### config.mk
export PLATFORM = sky130hd
export DESIGN_NAME = cic2_decim
export DESIGN_NICKNAME = d
export VERILOG_FILES = /design/src/rtl/cic2_pkg.sv /design/src/rtl/cic2_integ1.sv /design/src/rtl/cic2_dump_acc.sv /design/src/rtl/cic2_out_stage.sv /design/src/rtl/cic2_decim.sv
export SDC_FILE = /design/constraint.sdc
export NUM_CORES = 1
export LEC_CHECK = 0
export ABC_AREA = 1
export BUFFER_PORTS_ARGS = -buffer_cell sky130_fd_sc_hd__buf_2
export CAP_MARGIN = 30
export CORE_MARGIN = 3
export CORE_UTILIZATION = 39
export CTS_BUF_LIST = sky130_fd_sc_hd__clkbuf_8
export CTS_CLUSTER_SIZE = 8
export DETAILED_ROUTE_END_ITERATION = 16
export PLACE_DENSITY = 0.66
export SLEW_MARGIN = 0
export SYNTH_ARGS = -nofsm -noshare
export SYNTH_HDL_FRONTEND = slang
export SYNTH_SLANG_ARGS = --single-unit
### constraint.sdc
create_clock -name clk -period 5.59 [get_ports clk]
set_clock_uncertainty 0.2 [all_clocks]
set_input_delay 0.2795 -clock clk [delete_from_list [all_inputs] [get_ports clk]]
set_output_delay 0.2795 -clock clk [all_outputs]
set_load 0.05 [all_outputs]
### src/rtl/cic2_pkg.sv
package cic2_pkg;

  // Counter width that lets a second-order comb cancel wraparound
  // for a one-bit input and a ratio of at most 2**log2_ratio.
  function automatic int acc_width(input int log2_ratio);
    return 2 * log2_ratio + 1;
  endfunction

  // Number of strobes that must have passed before an output is trusted.
  function automatic int strobes_before_valid(input bit use_comb);
    return use_comb ? 2 : 1;
  endfunction

  // Modular difference of two period sums (the comb step).
  function automatic logic [63:0] comb_diff(input logic [63:0] cur,
                                            input logic [63:0] prev);
    return cur - prev;
  endfunction

endpackage

### src/rtl/cic2_integ1.sv
// First integrator: a bit-sliced counter that adds a one-bit input every
// clock. Slice 0 takes the input as its carry; every other slice only
// ripples the carry from the slice below.
module cic2_integ1 #(
  parameter int W = 19
) (
  input  logic         clk,
  input  logic         rst_n,
  input  logic         bit_in,
  output logic [W-1:0] i1_next
);

  logic [W-1:0] i1_q;
  logic [W-1:0] carry;
  logic         armed_q;

  assign carry[0] = bit_in;

  genvar b;
  generate
    for (b = 0; b < W; b++) begin : g_slice
      assign i1_next[b] = i1_q[b] ^ carry[b];
      if (b < W - 1) begin : g_carry
        assign carry[b+1] = i1_q[b] & carry[b];
      end
    end
  endgenerate

  always_ff @(posedge clk) begin
    if (!rst_n) begin
      i1_q    <= '0;
      armed_q <= 1'b0;
    end else begin
      i1_q    <= i1_next;
      armed_q <= 1'b1;
    end
  end


  integ1_step_chk: assert property (@(posedge clk) disable iff (!rst_n)
    armed_q |-> (i1_q == $past(i1_q) + W'($past(bit_in))));

endmodule

### src/rtl/cic2_dump_acc.sv
// Second counter: accumulates the first integrator every clock and is
// read and restarted on the dump edge (second integration, rate change
// and first comb stage in one register).
module cic2_dump_acc #(
  parameter int W = 19
) (
  input  logic         clk,
  input  logic         rst_n,
  input  logic         dump,
  input  logic [W-1:0] add_val,
  output logic [W-1:0] acc_q
);

  logic [W-1:0] acc_next;
  logic         armed_q;

  always_comb begin
    if (dump) acc_next = add_val;
    else      acc_next = acc_q + add_val;
  end

  always_ff @(posedge clk) begin
    if (!rst_n) begin
      acc_q   <= '0;
      armed_q <= 1'b0;
    end else begin
      acc_q   <= acc_next;
      armed_q <= 1'b1;
    end
  end


  dump_restart_chk: assert property (@(posedge clk) disable iff (!rst_n)
    (armed_q && $past(dump)) |-> (acc_q == $past(add_val)));


  accumulate_chk: assert property (@(posedge clk) disable iff (!rst_n)
    (armed_q && !$past(dump)) |-> (acc_q == $past(acc_q) + $past(add_val)));

endmodule

### src/rtl/cic2_out_stage.sv
// Output stage: optional final comb, truncation to the output width and
// the valid pulse gated by the number of strobes since reset.
module cic2_out_stage #(
  parameter int W        = 19,
  parameter int OUT_W    = 15,
  parameter bit USE_COMB = 1'b1
) (
  input  logic             clk,
  input  logic             rst_n,
  input  logic             dump,
  input  logic [W-1:0]     period_sum,
  output logic [OUT_W-1:0] out_q,
  output logic             valid_q
);

  localparam int NEED = cic2_pkg::strobes_before_valid(USE_COMB);

  logic [W-1:0] out_full;
  logic [1:0]   cnt_q;
  logic         armed_q;
  logic         unused_low;
  logic [63:0]  diff64;

  generate
    if (USE_COMB) begin : g_comb
      logic [W-1:0] prev_q;
      always_ff @(posedge clk) begin
        if (!rst_n)    prev_q <= '0;
        else if (dump) prev_q <= period_sum;
      end
      assign diff64   = cic2_pkg::comb_diff(64'(period_sum), 64'(prev_q));
      assign out_full = diff64[W-1:0];
    end else begin : g_raw
      assign diff64   = 64'(period_sum);
      assign out_full = period_sum;
    end
  endgenerate

  assign unused_low = ^{out_full, diff64};

  always_ff @(posedge clk) begin
    if (!rst_n) begin
      out_q   <= '0;
      valid_q <= 1'b0;
      cnt_q   <= '0;
      armed_q <= 1'b0;
    end else begin
      armed_q <= 1'b1;
      valid_q <= dump && (cnt_q >= 2'(NEED));
      if (dump) begin
        out_q <= out_full[W-1 -: OUT_W];
        if (cnt_q < 2'(NEED)) cnt_q <= cnt_q + 2'd1;
      end
    end
  end


  valid_after_dump_chk: assert property (@(posedge clk) disable iff (!rst_n)
    (armed_q && valid_q) |-> $past(dump));


  early_valid_chk: assert property (@(posedge clk) disable iff (!rst_n)
    (armed_q && $past(dump) && ($past(cnt_q) < 2'(NEED))) |-> !valid_q);


  hold_between_chk: assert property (@(posedge clk) disable iff (!rst_n)
    (armed_q && !$past(dump)) |-> $stable(out_q));


  reset_idle_chk: assert property (@(posedge clk)
    $past(!rst_n) |-> ((out_q == '0) && !valid_q));

endmodule

### src/rtl/cic2_decim.sv
module cic2_decim #(
  parameter int LOG2_RATIO = 9,
  parameter bit USE_COMB   = 1'b1,
  parameter int OUT_W      = 15
) (
  input  logic             clk,
  input  logic             rst_n,
  input  logic             bit_in,
  input  logic             dec_strobe,
  output logic [OUT_W-1:0] sample_out,
  output logic             sample_valid
);

  localparam int ACC_W = cic2_pkg::acc_width(LOG2_RATIO);

  logic [ACC_W-1:0] i1_next;
  logic [ACC_W-1:0] period_acc;
  logic             dump_evt;

  assign dump_evt = dec_strobe;

  cic2_integ1 #(.W(ACC_W)) u_integ1 (
    .clk     (clk),
    .rst_n   (rst_n),
    .bit_in  (bit_in),
    .i1_next (i1_next)
  );

  cic2_dump_acc #(.W(ACC_W)) u_acc (
    .clk     (clk),
    .rst_n   (rst_n),
    .dump    (dump_evt),
    .add_val (i1_next),
    .acc_q   (period_acc)
  );

  cic2_out_stage #(.W(ACC_W), .OUT_W(OUT_W), .USE_COMB(USE_COMB)) u_out (
    .clk        (clk),
    .rst_n      (rst_n),
    .dump       (dump_evt),
    .period_sum (period_acc),
    .out_q      (sample_out),
    .valid_q    (sample_valid)
  );

endmodule

### Word-level counts from Yosys, hierarchy flattened

Index checks and enable logic that the tools add are counted.
W data, S select, Z words.

| storage, ports and cells | value |
|---|---|
| register bits | 75 |
| word-level logic and storage cells | 51 |
| input bits | 4 |
| output and inout bits | 16 |

| cells by class | value |
|---|---|
| bitwise logic cells | 37 |
| multiplexer cells | 1 |
| order comparisons | 2 |
| reductions and logical operators | 2 |
| add/sub/neg operators | 3 |

Operator list:

| kind | count |
|---|---|
| $add A19 B19 Y19 | 1 |
| $mux W19 | 1 |
| $sub A19 B19 Y19 | 1 |
| $xor A1 B1 Y1 | 19 |
| $and A1 B1 Y1 | 18 |
| $add A2 B1 Y2 const B | 1 |
| $ge A2 B2 Y1 const B | 1 |
| $lt A2 B2 Y1 const B | 1 |
| $reduce_and A2 Y1 | 1 |
| $logic_and A1 B1 Y1 | 1 |

### Depth between registers and ports, before layout

Gate-level depths: netlist of the first run.

| logic depth | value |
|---|---|
| word-level depth | 21 |
| mapped depth | 28 |
| gate-level depth less buffers | 28 |

### Hierarchy

Synthesis of the first run repeated with hierarchy kept, for this count alone.

| unflattened totals | value |
|---|---|
| cell total of the unflattened synthesis | 735 |
| area, all modules | 4941.0 µm² |

Modules (own cells, without submodules):

| module | area each (µm²) | sequential area each (µm²) | cells an instance | instances |
|---|---|---|---|---|
| cic2_out_stage | 2344.7 | 740.7 | 356 | 1 |
| cic2_dump_acc | 1791.7 | 380.4 | 296 | 1 |
| cic2_integ1 | 804.5 | 380.4 | 83 | 1 |

### Worst setup path after synthesis of the first run

OpenSTA, ideal clock, no wires.

| timing path | value |
|---|---|
| path type | input port to flip-flop |
| start | input bit_in |
| end | register u_acc.acc_q[18] |
| path buffers | 0 |
| cell stages on the path | 28 |
| data required time | 5281 ps |
| library setup time | 109 ps |
| arrival | 4303 ps |
| slack | 978 ps |
| path through | ha_1 > ha_1 > ha_1 > ha_1 > ha_1 > ha_1 > ha_1 > ha_1 > ha_1 > ha_1 > ha_1 > ha_1 > ha_1 > ha_1 > ha_1 > nand2_1 > inv_1 > ha_1 > ha_1 > ha_1 > a21oi_1 > nand2_1 > a21oi_1 > nand2_1 > nand2_1 > nand3_1 > nand2_1 > inv_1 |

| between the ends | value |
|---|---|
| elaborated cells between the ends (all ways) | 39 |
| classes of those cells | add/sub (1); mux (1); bitwise (37) |

RTL lines:

| what | RTL line | text |
|---|---|---|
| from (decl) | cic2_decim.sv:8 | `input logic bit_in,` |
| $and A1 B1 Y1 (17 in a row) | cic2_integ1.sv:24 | `assign carry[b+1] = i1_q[b] & carry[b];` |
| $xor A1 B1 Y1 | cic2_integ1.sv:22 | `assign i1_next[b] = i1_q[b] ^ carry[b];` |
| net i1_next[17] | cic2_decim.sv:16 | `logic [ACC_W-1:0] i1_next;` |
| $add A19 B19 Y19 | cic2_dump_acc.sv:19 | `else acc_next = acc_q + add_val;` |
| $mux W19 | cic2_dump_acc.sv:18 | `if (dump) acc_next = add_val;` |
| to (signal assigned) | cic2_dump_acc.sv:27 | `acc_q <= acc_next;` |
| to (decl) | cic2_dump_acc.sv:11 | `output logic [W-1:0] acc_q` |

The timed path passes the listed nets, and every way through them passes these cells.
A chain may end at the register's enable or synchronous reset.

### Final worst setup path of the first run

| timing path | value |
|---|---|
| start | register u_integ1.i1_q[0] |
| end | register u_acc.acc_q[18] |

| between the ends | value |
|---|---|
| elaborated cells between the ends (all ways) | 39 |
| classes of those cells | add/sub (1); mux (1); bitwise (37) |

RTL lines:

| what | RTL line | text |
|---|---|---|
| from (decl) | cic2_integ1.sv:13 | `logic [W-1:0] i1_q;` |
| from (signal assigned) | cic2_integ1.sv:34 | `i1_q <= i1_next;` |
| $and A1 B1 Y1 (17 in a row) | cic2_integ1.sv:24 |  |
| $xor A1 B1 Y1 | cic2_integ1.sv:22 |  |
| net i1_next[17] | cic2_decim.sv:16 |  |
| $add A19 B19 Y19 | cic2_dump_acc.sv:19 |  |
| $mux W19 | cic2_dump_acc.sv:18 |  |

The timed path passes the listed nets, and every way through them passes these cells.

==> results of run 1 <==
[cells in the mapped netlist]
library cell / count / area, sq um
nand2_1: 166 / 623
inv_1: 112 / 420
dfxtp_1: 75 / 1500
nand3_1: 61 / 305
ha_1: 55 / 688
nor2_1: 49 / 184
a21oi_1: 43 / 215
o21ai_0: 43 / 215
xor2_1: 11 / 96.3
o21ai_1: 8 / 40.0
o22ai_1: 8 / 50.1
buf_2: 7 / 35.0
nand3_2: 6 / 60.1
xnor2_1: 6 / 52.6
nand4_1: 5 / 31.3
clkbuf_1: 4 / 15.0
o21bai_1: 4 / 30.0
a21o_1: 3 / 22.5
buf_1: 3 / 11.3
nand2_2: 3 / 18.8
nor2_2: 3 / 18.8
clkbuf_2: 2 / 10.0
clkinv_1: 2 / 7.51
nor3_1: 2 / 10.0
o21ai_2: 2 / 17.5
a21oi_2: 1 / 8.76
and2_1: 1 / 6.26
fa_1: 1 / 20.0
nor2_4: 1 / 11.3
nor4_1: 1 / 6.26
o221ai_1: 1 / 8.76
or2_1: 1 / 6.26
[logic make-up (layout without fill, tap and decap cells)]
| family | Yosys count | after routing |
|---|---|---|
| simple gates | 299 | 299 |
| buf+inv | 130 | 151 |
| compound gates | 113 | 113 |
| flops | 75 | 75 |
| fa+ha+maj | 56 | 56 |
| xor+xnor | 17 | 17 |
[worst register-to-register path: cells and delay by family (launching register included)]
family                     cells  cell delay (ns)
DFF                            1             0.31
buffers and inverters          2             0.08
AOI/OAI and AO/OA              2             0.30
adders and majority gates     18             3.57
and+or+nand+nor                6             0.43
[layout by cell type (no fill, tap or decap)]
cell	synthesis	layout
inv_6	0	2
nor2_2	3	3
o21bai_1	4	4
nor3_1	2	2
and2_1	1	1
o21ai_0	43	43
nand4_1	5	5
ha_1	55	55
a21o_1	3	3
xor2_1	11	11
o221ai_1	1	1
clkinv_4	0	1
xnor2_1	6	6
nor2_1	49	49
o21ai_2	2	2
clkinv_1	2	2
or2_1	1	1
clkbuf_8	0	11
nand2_2	3	3
a21oi_1	43	43
dfxtp_1	75	75
a21oi_2	1	1
o22ai_1	8	8
fa_1	1	1
nand3_1	61	61
nand3_2	6	6
nand2_1	166	166
o21ai_1	8	8
bufinv_16	0	1
buf_4	0	2
nor2_4	1	1
nor4_1	1	1
buf_2	7	19
inv_1	112	113
[metal layers]
| metal | global-route usage, % | share of wire, % |
|---|---|---|
| met4 | 7.04 | 2.2 |
| met1 | 22.3 | 49 |
| met2 | 27.0 | 44 |
| met3 | 4.09 | 4.4 |
| met5 | 0 | 0 |
[per-stage QoR]
step,utilization (%),cell area [sq um],hold WS [ns],setup WS [ns],std cells
floorplan,-,4750,0.243,0.978,690
CTS,44.4,5180,0.0378,0.629,854
global placement,42.6,4960,0.258,0.585,838
finish,44.4,5180,0.0652,0.629,854
detailed placement,42.6,4960,0.264,0.549,838
global route,44.4,5180,0.0468,0.301,854
[worst max-delay path by stage]
stage,end,slack (ns),depth (start not counted)
after floorplan,u_acc.acc_q[18],0.98,28
after global placement,u_acc.acc_q[18],0.58,29
after detailed placement,u_acc.acc_q[18],0.55,29
after CTS,u_acc.acc_q[18],0.63,28
after global routing,u_acc.acc_q[18],0.30,28
final,u_acc.acc_q[18],0.63,28
[flip-flops by register name, summed over array words and instances (netlist names)]
signal / flops
u_out.out_q: 15
u_integ1.i1_q: 19
u_out.valid_q: 1
u_out.g_comb.prev_q: 19
u_acc.acc_q: 19
u_out.cnt_q: 2
[cell type report]
type,instances,area share [%]
Clock inverter,5,1.16
Inverter,114,8.27
Multi-Input combinational cell,485,53.1
Tap cell,143,3.46
Clock buffer,11,2.92
Timing Repair Buffer,21,2.13
Sequential cell,75,29.0
[power groups by stage]
stage | Combinational (mW) | Clock [mW] | Sequential [mW]
4_1_cts | 0.323 | 0.461 | 0.586
3_5_place_dp | 0.321 | 0 | 0.598
2_1_floorplan | 0.206 | 0 | 0.643
6_report | 0.324 | 0.445 | 0.586
3_3_place_gp | 0.317 | 0 | 0.596
5_1_grt | 0.367 | 0.485 | 0.589
==> metrics.cfg, run 1 <==
[pwr]
comb_power_share_pct = 23.9
p_int_uw = 899
power_frac_seq_pct = 43.2
power_mw = 1.35
pwr-share-clk_pct = 32.9
ir_worst_vdd_v = 0.0000947
leakage_nw = 2.86
swShare_pct = 33.6
p_per_area_nw_per_um2 = 262
p_sw_uw = 455

[route]
routed_wl_um = 10800
via_count = 4296
avgViaCountPerCell = 5.03
drt_iter0_drc = 262
drc = 0
ant_nets = 0
wl_per_cell_um = 12.7
first_pass_iters = 5

[synthesis]
synthSimpleGateAreaFrac_pct = 27.0
synth_adder_area_share_pct = 14.9
avgSynthCellArea_sq_um = 6.88
synthXorXnorAreaFrac_pct = 3.14
syn_nets = 750
synth_top_family_by_area = simple AND/OR/NAND/NOR gates
synth_compound_area_share_pct = 12.8
syn_inst = 690
ys_ff_latch = 75
yosysSeqAreaShare_pct = 31.6
syn_area_sq_um = 4750
ys_warn_count = 0
synthMuxAreaShare_pct = 0
ys_types = 32

[global_routing]
grt_overflow = 0
grt_pass1_vias = 4109
antenna_found_initial = 0
grt_max_degree = 56
grt_pass1_wl_um = 18400
grt_use_total_pct = 17.1

[clock_tree]
post-cts-setup-buffer-count = 0
postCtsHoldBufs = 0
cts_buffers = 9
cts_tree = yes
cts-htree-levels = 3
clk_latency_ns = 0.36
cts_root_buf = clkbuf_8
cts.sinks = 75
clk_pin_slew_ns = 0.09
cts.repair.resized = 0
clockBufferDepth = 2

[timing]
post-route-min-period_ns = 4.96
timing.fmax_ghz = 0.202
tightest_slew_ns = 0.678
fin_crit_sh_pct = 88.7
slew_viol_final = 0
final_hold_viol_count = 0
maxSlewHeadroom_pct = 54.8
setup_viol = 0
final.setup.tns_ns = 0
rsz0062_at_grt = no

[placement]
hpwl_um = 8170
gp_congestion = 0.820
portBuffers = 19

[die]
start_util_pct = 40.7
die_h_um = 116
dieWidth_um = 116
die-area_sq_um = 13500
rows = 39
num_io_pins = 20
core_sq_um = 11700

[setup_path]
cp_slowest_cell = ha_1
rr_endpoint = u_acc.acc_q[18]
cp.arrival_ns = 5.03
crit_path_max_fanout = 5
start_kind = register
critical_path_class = register to register
rrSetupSlack_ns = 0.63
cpPeakStageDelay_ns = 0.34
critPathCaptureType = register
cp_top_family = adder cells
cp_common_cell = ha_1
timing.critical_path.buf_inv = 2
worstPathRequired_ns = 5.66
crit_start = u_integ1.i1_q[0]
worst_r2r_startpoint = u_integ1.i1_q[0]
worst_r2r_path_depth = 28

[final_layout]
nets = 766
antenna_cells = 0
area_delta_synth_final_pct = 9.04
drive_gt1_share_pct = 7.31
register_area_sq_um = 1500
multiInputGateArea_sq_um = 2750
nFillCells = 1159

[hold_path]
min_path_type = primary input to register
min_from = dec_strobe
holdPathEnd = u_acc.acc_q[1]
whs_path_depth = 3

[run_status]
outcome = complete, no violations

[flow_run]
maxCapViolations = 0

Note: power is estimated with default switching activity, not from simulation.
==> inputs of run 2 (changes only) <==
Settings changed: BUFFER_PORTS_ARGS -buffer_cell sky130_fd_sc_hd__buf_2 to -buffer_cell sky130_fd_sc_hd__clkbuf_2, SKIP_LAST_GASP set to 1.
==> run 2 against run 1 <==
Wire length increased by 1.4%. Sequential share of layout area increased by 0.077 points. Via count up 0.77%. Non-clock buffer count unchanged.
==> metrics.cfg, run 2 (synthesis gave the netlist of run 1 again) <==
[run_status]
outcome = complete, no violations

[timing]
rsz0062_at_grt = no
final_hold_viol_count = 0
post-route-min-period_ns = 4.98
timing.fmax_ghz = 0.201
setup_viol = 0
hold-worst-slack_ns = 0.0850
final.setup.tns_ns = 0
fin_crit_sh_pct = 89.1
slew_viol_final = 0
setup_ws_ns = 0.611
tightest_slew_ns = 0.635
maxSlewHeadroom_pct = 57.7

[final_layout]
nets = 766
top_regs = u_acc.acc_q (19), u_integ1.i1_q (19), u_out.g_comb.prev_q (19)
antenna_cells = 0
drive_gt1_share_pct = 7.45
final_util_pct = 44.3
nFillCells = 1183
layout_common_cells = nand2_1 (166), inv_1 (112), dfxtp_1 (75)
final_common_cell = nand2_1
area_delta_synth_final_pct = 8.75

[setup_path]
cp.arrival_ns = 5.05
critPathCaptureType = register
critical_path_class = register to register
cp_common_cell = ha_1
start_kind = register
worstPathRequired_ns = 5.66
cp_slowest_cell = ha_1
crit_path_max_fanout = 5
cpPeakStageDelay_ns = 0.34

[clock_tree]
cts_buffers = 9
clockBufferDepth = 2
cts.repair.resized = 0
clk_pin_slew_ns = 0.08
postCtsHoldBufs = 0
clk_latency_ns = 0.36
cts_root_buf = clkbuf_8
post-cts-setup-buffer-count = 0
cts-htree-levels = 3
cts.sinks = 75
cts_tree = yes

[die]
core_sq_um = 11700
dieWidth_um = 116
die_h_um = 116
die-area_sq_um = 13500
start_util_pct = 40.7
num_io_pins = 20
rows = 39

[route]
ant_nets = 0
routed_wl_um = 11000
drt_iter0_drc = 247
drc = 0
wl_per_cell_um = 12.9
avgViaCountPerCell = 5.07
first_pass_iters = 4
via_count = 4329

[pwr]
power_mw = 1.34
ir_worst_vdd_v = 0.000110
leakage_nw = 2.84
p_per_area_nw_per_um2 = 259

[global_routing]
grt_overflow = 0
grtUsageMet1_pct = 21.7
grt_pass1_wl_um = 18500
grt_pass1_vias = 4094
met2_usage_pct = 28.0
gr-max-usage-layer = met2
met3_usage_pct = 3.94
grt_use_total_pct = 17.2
antenna_found_initial = 0
grt_max_degree = 56

[placement]
portBuffers = 19
gp_congestion = 0.871
hpwl_um = 8300
post-place-ws_ns = 0.565

[hold_path]
min_path_type = primary input to register

[flow_run]
maxCapViolations = 0

[run 2: cell types whose count changed in the layout (fill, tap and decap cells not counted), moves of 2 or more]
| cell | delta |
|---|---|
| clkinv_2 | +2 |
| buf_2 | -19 |
| clkbuf_2 | +19 |
| clkbuf_8 | -2 |
[run 2: cell type report]
class | count | area [sq um] | share of cell area (%)
Inverter | 114 | 428 | 8.29
Clock buffer | 9 | 124 | 2.40
Tap cell | 143 | 179 | 3.47
Clock inverter | 7 | 73.8 | 1.43
Sequential cell | 75 | 1500 | 29.1
Multi-Input combinational cell | 485 | 2750 | 53.2
Timing Repair Buffer | 21 | 110 | 2.13
[run 2: power by group]
part	switching, mW	internal, mW
Sequential	0.0214	0.565
Clock	0.217	0.209
Combinational	0.225	0.100
Total	0.464	0.874
[run 2: path summary, 6_finish.rpt]
check | start | to | slack, ns | depth (start not counted)
worst min register to register | u_out.g_comb.prev_q[14] | u_out.g_comb.prev_q[14] | 0.27 | 2
worst max-delay path | u_integ1.i1_q[0] | u_acc.acc_q[18] | 0.61 | 28
worst min-delay path | bit_in | u_integ1.i1_q[0] | 0.09 | 4
worst max register to register | u_integ1.i1_q[0] | u_acc.acc_q[18] | 0.61 | 28
[run 2: critical path: cells and delay by family (launching register included)]
family | cells | cell delay (ns)
fa+ha+maj | 18 | 3.59
flops | 1 | 0.31
compound gates | 2 | 0.29
buf+inv | 2 | 0.08
simple gates | 6 | 0.40
[run 2: routing by layer]
layer	routed length [um]	part of all wire (%)
met1	5270	48
met2	4990	45
met3	525	4.8
met4	208	1.9
met5	0	0
[run 2: through the flow]
stage,cells,cell area (sq um)
final,854,5160
after global routing,854,5160
after CTS,854,5160
after detailed placement,838,4960
after global placement,838,4960
after floorplan,690,4750
